**src/rtl/delay_search_pkg.sv**
```systemverilog
package delay_search_pkg;

  typedef enum logic [1:0] {
    PH_SAR = 2'd0,
    PH_LO  = 2'd1,
    PH_HI  = 2'd2
  } phase_e;

  typedef struct packed {
    logic   init;
    logic   sampleEn;
    logic   decide;
    phase_e phase;
  } dpStrobe_t;

  typedef struct packed {
    logic vote;
    logic accMax;
  } dpStatus_t;

endpackage

```
**src/rtl/delay_search_dp.sv**
```systemverilog
module delay_search_dp
  import delay_search_pkg::*;
#(
  parameter int CODE_W = 10,
  parameter int VOTES  = 3,
  parameter int BIT_W  = 4
) (
  input  logic              clk,
  input  logic              rstN,
  input  dpStrobe_t         strb,
  input  logic [BIT_W-1:0]  bitIdx,
  input  logic              sampleBit,
  output dpStatus_t         status,
  output logic [CODE_W-1:0] delayCode,
  output logic [CODE_W-1:0] measCode,
  output logic              noEdge,
  output logic              done
);

  localparam int VOTE_W = $clog2(VOTES + 1);
  localparam int MAJ    = VOTES / 2;
  localparam logic [CODE_W-1:0] TOP_CODE = CODE_W'(1) << (CODE_W - 1);

  logic [CODE_W-1:0] acc, codeQ, measQ, accNext, stepMask;
  logic [VOTE_W-1:0] ones;
  logic              edgeMissQ, doneQ;
  logic              vote;

  // majority includes the sample being captured at this edge
  always_comb begin
    vote     = (int'(ones) + int'(sampleBit)) > MAJ;
    accNext  = vote ? acc : codeQ;
    stepMask = (bitIdx == '0) ? '0 : (CODE_W'(1) << (bitIdx - BIT_W'(1)));
  end

  assign status.vote   = vote;
  assign status.accMax = &acc;

  always_ff @(posedge clk) begin
    if (!rstN) begin
      acc       <= '0;
      codeQ     <= '0;
      measQ     <= '0;
      ones      <= '0;
      edgeMissQ <= 1'b0;
      doneQ     <= 1'b0;
    end else begin
      doneQ <= 1'b0;
      if (strb.init) begin
        acc   <= '0;
        codeQ <= TOP_CODE;
        ones  <= '0;
      end else if (strb.decide) begin
        ones <= '0;
        unique case (strb.phase)
          PH_SAR: begin
            acc   <= accNext;
            codeQ <= accNext | stepMask;
          end
          PH_LO: begin
            if (vote || (&acc)) begin
              measQ     <= acc;
              edgeMissQ <= 1'b1;
              doneQ     <= 1'b1;
            end else begin
              codeQ <= acc + CODE_W'(1);
            end
          end
          default: begin
            measQ     <= codeQ;
            edgeMissQ <= !vote;
            doneQ     <= 1'b1;
          end
        endcase
      end else if (strb.sampleEn) begin
        ones <= ones + VOTE_W'(sampleBit);
      end
    end
  end

  assign delayCode = codeQ;
  assign measCode  = measQ;
  assign noEdge    = edgeMissQ;
  assign done      = doneQ;

  // the accumulated code never falls during the bit search
  a_r5_acc_rises: assert property (@(posedge clk) disable iff (!rstN)
    (strb.decide && strb.phase == PH_SAR) |=> acc >= $past(acc));

  // vote counter is cleared after every decision
  a_r4_votes_cleared: assert property (@(posedge clk) disable iff (!rstN)
    strb.decide |=> ones == '0);

endmodule

```
**src/rtl/delay_search_ctrl.sv**
```systemverilog
module delay_search_ctrl
  import delay_search_pkg::*;
#(
  parameter int CODE_W = 10,
  parameter int SETTLE = 4,
  parameter int VOTES  = 3,
  parameter int BIT_W  = 4
) (
  input  logic             clk,
  input  logic             rstN,
  input  logic             start,
  input  dpStatus_t        status,
  output dpStrobe_t        strb,
  output logic [BIT_W-1:0] bitIdx,
  output logic             launch
);

  localparam int WAIT_W = $clog2(SETTLE + 1);
  localparam int VCNT_W = $clog2(VOTES + 1);
  localparam logic [WAIT_W-1:0] WAIT_LAST = WAIT_W'(SETTLE - 1);
  localparam logic [VCNT_W-1:0] VOTE_LAST = VCNT_W'(VOTES - 1);
  localparam logic [BIT_W-1:0]  BIT_TOP   = BIT_W'(CODE_W - 1);

  typedef enum logic [1:0] {ST_IDLE, ST_FIRE, ST_WAIT} state_e;

  state_e            state;
  phase_e            phase;
  logic [BIT_W-1:0]  bitQ;
  logic [WAIT_W-1:0] waitCnt;
  logic [VCNT_W-1:0] voteCnt;
  logic              sampleEdge, groupEnd, loFinish;

  always_comb begin
    sampleEdge    = (state == ST_WAIT) && (waitCnt == WAIT_LAST);
    groupEnd      = sampleEdge && (voteCnt == VOTE_LAST);
    loFinish      = status.vote || status.accMax;
    strb.init     = (state == ST_IDLE) && start;
    strb.sampleEn = sampleEdge;
    strb.decide   = groupEnd;
    strb.phase    = phase;
    launch        = (state == ST_FIRE);
  end

  assign bitIdx = bitQ;

  always_ff @(posedge clk) begin
    if (!rstN) begin
      state   <= ST_IDLE;
      phase   <= PH_SAR;
      bitQ    <= '0;
      waitCnt <= '0;
      voteCnt <= '0;
    end else begin
      unique case (state)
        ST_IDLE: begin
          if (start) begin
            state   <= ST_FIRE;
            phase   <= PH_SAR;
            bitQ    <= BIT_TOP;
            voteCnt <= '0;
          end
        end
        ST_FIRE: begin
          state   <= ST_WAIT;
          waitCnt <= '0;
        end
        default: begin
          if (waitCnt != WAIT_LAST) begin
            waitCnt <= waitCnt + WAIT_W'(1);
          end else if (voteCnt != VOTE_LAST) begin
            voteCnt <= voteCnt + VCNT_W'(1);
            state   <= ST_FIRE;
          end else begin
            voteCnt <= '0;
            unique case (phase)
              PH_SAR: begin
                state <= ST_FIRE;
                if (bitQ == '0) phase <= PH_LO;
                else            bitQ  <= bitQ - BIT_W'(1);
              end
              PH_LO: begin
                if (loFinish) begin
                  state <= ST_IDLE;
                end else begin
                  phase <= PH_HI;
                  state <= ST_FIRE;
                end
              end
              default: state <= ST_IDLE;
            endcase
          end
        end
      endcase
    end
  end

  // an idle start leads to a launch in the next cycle
  a_r2_start_fires: assert property (@(posedge clk) disable iff (!rstN)
    (state == ST_IDLE && start) |=> launch);

  // launch lasts a single cycle
  a_r3_launch_single: assert property (@(posedge clk) disable iff (!rstN)
    launch |=> !launch);

  // start during a launch cycle does not restart the sequence
  a_r10_busy_ignore: assert property (@(posedge clk) disable iff (!rstN)
    (launch && start) |=> (state == ST_WAIT && waitCnt == '0));

endmodule

```
**src/rtl/delay_search.sv**
```systemverilog
module delay_search
  import delay_search_pkg::*;
#(
  parameter int CODE_W = 10,
  parameter int SETTLE = 4,
  parameter int VOTES  = 3
) (
  input  logic              clk,
  input  logic              rstN,
  input  logic              start,
  input  logic              sampleBit,
  output logic              launch,
  output logic [CODE_W-1:0] delayCode,
  output logic [CODE_W-1:0] measCode,
  output logic              noEdge,
  output logic              done
);

  localparam int BIT_W = (CODE_W > 1) ? $clog2(CODE_W) : 1;

  dpStrobe_t        strb;
  dpStatus_t        status;
  logic [BIT_W-1:0] bitIdx;

  delay_search_ctrl #(
    .CODE_W(CODE_W), .SETTLE(SETTLE), .VOTES(VOTES), .BIT_W(BIT_W)
  ) u_ctrl (
    .clk    (clk),
    .rstN   (rstN),
    .start  (start),
    .status (status),
    .strb   (strb),
    .bitIdx (bitIdx),
    .launch (launch)
  );

  delay_search_dp #(
    .CODE_W(CODE_W), .VOTES(VOTES), .BIT_W(BIT_W)
  ) u_dp (
    .clk       (clk),
    .rstN      (rstN),
    .strb      (strb),
    .bitIdx    (bitIdx),
    .sampleBit (sampleBit),
    .status    (status),
    .delayCode (delayCode),
    .measCode  (measCode),
    .noEdge    (noEdge),
    .done      (done)
  );

  // code stays put in the cycle after a launch
  a_r3_code_stable: assert property (@(posedge clk) disable iff (!rstN)
    launch |=> $stable(delayCode));

  // done is a single-cycle pulse
  a_r9_done_pulse: assert property (@(posedge clk) disable iff (!rstN)
    done |=> !done);

  // no trial is launched alongside done
  a_r9_done_quiet: assert property (@(posedge clk) disable iff (!rstN)
    done |-> !launch);

  // a confirmed edge is never at code zero
  a_r6_edge_nonzero: assert property (@(posedge clk) disable iff (!rstN)
    (done && !noEdge) |-> measCode != '0);

endmodule

```
**config.mk**
```make
export PLATFORM = sky130hd
export DESIGN_NAME = delay_search
export DESIGN_NICKNAME = d
export VERILOG_FILES = /design/src/rtl/delay_search_pkg.sv /design/src/rtl/delay_search_dp.sv /design/src/rtl/delay_search_ctrl.sv /design/src/rtl/delay_search.sv
export SDC_FILE = /design/constraint.sdc
export NUM_CORES = 1
export LEC_CHECK = 0
export ABC_AREA = 1
export CAP_MARGIN = 5
export CORE_ASPECT_RATIO = 0.75
export CORE_MARGIN = 2
export CORE_UTILIZATION = 45
export DETAILED_ROUTE_END_ITERATION = 10
export GPL_TIMING_DRIVEN = 0
export PLACE_DENSITY = 0.66
export RECOVER_POWER = 25
export SLEW_MARGIN = 20
export SYNTH_ARGS = -nofsm -noshare
export SYNTH_HDL_FRONTEND = slang
export SYNTH_SLANG_ARGS = --single-unit
```
**constraint.sdc**
```tcl
create_clock -name clk -period 2.5 [get_ports clk]
set_input_delay 0.5 -clock clk [delete_from_list [all_inputs] [get_ports clk]]
set_output_delay 0.5 -clock clk [all_outputs]
set_load 0.02 [all_outputs]
```
==> impl_metrics.csv <==
group,metric,value,unit
worst_setup_path,cpLargestDelayFamily,"buffers and inverters",
worst_setup_path,cp_num_buf_inv,6,
logic_synthesis,synthAdderAreaFrac,0.04764,
logic_synthesis,synth_edf_count,0,
floorplan,core-area,5736,µm²
power,cellPowerDensity,483.2,nW/µm²
floorplan,die_width,92.22,µm
grt,grt_pass1_vias,2434,
timing,setup_violations,0,
clock_network,ctsResizeCount,0,
logic_synthesis,synth_xor_area_frac,0.003335,
floorplan,die_h,70.16,µm
logic_synthesis,synthCells,400,
place,post-place-cells,504,
logic_synthesis,synth_top_family_by_area,"simple AND/OR/NAND/NOR gates",
logic_synthesis,netlist_area,2626,µm²
logic_synthesis,synth_compound_area_frac,0.1891,
timing,fin_tns_setup,0,ns
timing,rsz0062_at_grt,"no",
detailed_routing,drt_pass1_iterations,5,
logic_synthesis,synth_nets,414,
finish,insertedDiodeCount,0,
grt,grt_start_max_net_pins,16,
place,portBuffers,26,
timing,tightest_slew,0.5671,ns
floorplan,io_pins,27,
logic_synthesis,ys_types,30,
clock_network,cts_tree,"built",
timing,period_minus_slack,2.290,ns
worst_setup_path,path_class,"in2reg",
finish,final_cell_mix,"nand2_1 (83), nor2_1 (67), o21ai_0 (58), dfxtp_1 (47), inv_1 (44)",
timing,fin_crit_sh,0.9158,
logic_synthesis,ys_warn_count,0,
clock_network,htree_levels,2,
logic_synthesis,synth_mux_area_frac,0,
timing,hold_violations,0,
grt,grt_usage,0.2250,
place,dpl.hpwl,5.079,mm
timing,max-slew-margin-rel,0.6220,
worst_setup_path,crit_path_frequent_cell,"nor2_1",
place,dp_slack,-0.1118,ns
power,leakagePower,1.328,nW
detailed_routing,viasPerCell,5.182,
detailed_routing,wl_per_cell,13.34,µm
logic_synthesis,synth_flop_cell,"dfxtp_1",
run,max-cap-violations,0,
floorplan,rows,24,
timing,max_freq,436.8,MHz
worst_setup_path,required,2.71,ns
place,gp_congestion,0.9585,
detailed_routing,drc,0,
worst_setup_path,cpPeakStageDelay,0.41,ns
place,placed_cell_area,2984,µm²
floorplan,floorplan.initialDensity,0.4579,
power,vdd.ir_drop.worst,0.0002421,V
timing,drv_slew,0,
finish,post-route-util,0.5353,
worst_setup_path,worstPathCellList,"clkdlybuf4s50_1, ha_1, inv_1, ha_1, buf_2, inv_1, nor2_1, nand2_1, nand2_2, nand2_4, inv_2, buf_4, nand2_1, nor2_1, nor2_1",
grt,antenna_found_initial,0,
finish,design_area,3070,µm²
finish,drive_gt1_frac,0.06912,
grt,grt-ovfl-total,0,
finish,nets,447,
floorplan,die_area,6470,µm²
finish,layout_commonest_cell,"nand2_1",
timing,setup_ws,0.2104,ns
clock_network,numCtsBuffers,5,
finish,layoutNonFillerInstCount,512,
worst_setup_path,start_kind,"input pin",
logic_synthesis,synth_simple_gate_area_frac,0.3006,
timing,final.setup_skew,0.008466,ns
clock_network,clock_sinks,47,
run_status,status,"completed",
worst_setup_path,critPathSlowestCell,"clkdlybuf4s50_1",
clock_network,clk_latency,0.31,ns
logic_synthesis,synth-seq-area-share,0.3583,
clock_network,ctsRootBufferMaster,"clkbuf_8",
timing,whs,0.4630,ns
clock_network,cts_hold_buf,0,
logic_synthesis,synthArstFlopShare,0,
worst_setup_path,path_max_fanout,10,
detailed_routing,drt-initial-drc-count,247,
finish,syn_to_final_growth,16.91,%
logic_synthesis,postSynthAreaPerCell,6.566,µm²
worst_setup_path,cp-end-kind,"flip-flop",
clock_network,clock_path_buffers,2,
detailed_routing,drt_wl_total,6.830,mm
grt,grt_pass1_wl,11.63,mm
worst_setup_path,cp.arrival,2.50,ns
power,p_total,1.484,mW
detailed_routing,ant_nets,0,
detailed_routing,vias,2653,
min_path,min_path_type,"reg2reg",
logic_synthesis,ys_seq_elements,47,
clock_network,clk_pin_slew,0.09,ns
clock_network,cts_setup_buffers,0,
worst paths after layout:
path / startpoint / endpoint / slack, ns / depth (start not counted)
setup / recovery: sampleBit / u_dp.delayCode[7] / 0.21 / 15
setup reg to reg: u_ctrl.phase[0] / u_dp.measCode[5] / 0.47 / 7
hold reg to reg: u_ctrl.waitCnt[0] / u_ctrl.waitCnt[0] / 0.46 / 1
hold / removal: u_ctrl.waitCnt[0] / u_ctrl.waitCnt[0] / 0.46 / 1
worst register-to-register path, delay by kind of cell, from the launching register on:
family          cells  cell delay, ns
buf+inv             3            0.65
simple gates        3            0.55
compound gates      1            0.48
flops               1            0.32
synth_stat cells, types with 2 or more instances:
cell type  number  area share
buf_2           2      0.0038
nand4_1         5       0.012
nor2_4          2      0.0086
a21oi_1        28       0.053
nand3_1        20       0.038
o21ai_0        58        0.11
buf_6           2      0.0086
ha_1           10       0.048
nand2_1        82        0.12
inv_2           4      0.0057
nand2_2         2      0.0048
inv_1          44       0.063
dfxtp_1        47        0.36
nor2_2          3      0.0071
a211oi_1        3      0.0086
clkbuf_1        5      0.0071
buf_4           3      0.0086
nor2_1         67       0.096
o22ai_1         2      0.0048
state kept, by name (all words and copies together), names as in the netlist:
| register | count |
|---|---|
| u_ctrl.waitCnt | 3 |
| u_dp.measCode | 10 |
| u_dp.noEdge | 1 |
| u_dp.ones | 2 |
| u_dp.done | 1 |
| u_ctrl.phase | 2 |
| u_ctrl.bitIdx | 4 |
| u_ctrl.state | 2 |
| u_ctrl.voteCnt | 2 |
| u_dp.delayCode | 10 |
| u_dp.acc | 10 |
cell families after synthesis:
group,count (synthesis)
adders and majority gates,10
buffers and inverters,62
xor gates and xnor gates,1
AOI/OAI and AO/OA,95
DFF,47
and+or+nand+nor,185
report_power, final:
group          total [mW]  switching [mW]  internal, mW
registers           0.777          0.0139         0.763
logic               0.220           0.157        0.0629
clock network       0.486           0.285         0.201
cell type report:
class / count / area, µm²
plain buffers: 13 / 78.83
clock buffers: 6 / 72.57
clock inverters: 2 / 16.27
fillers: 567 / 2665
inverters: 49 / 186.4
multi-input cells: 291 / 1418
flip-flops and latches: 47 / 940.9
well taps: 78 / 97.59
repair buffers: 26 / 260.3
layer usage:
layer | GRT usage | vias up | part of all wire
met3 | 0.03776 | 9 | 0.054
met4 | 0.05804 | 0 | 0.012
li1 | - | 1355 | -
met1 | 0.3401 | 1207 | 0.53
met2 | 0.3317 | 82 | 0.41
met5 | 0 | - | 0
Note: power is estimated with default switching activity, not from simulation.
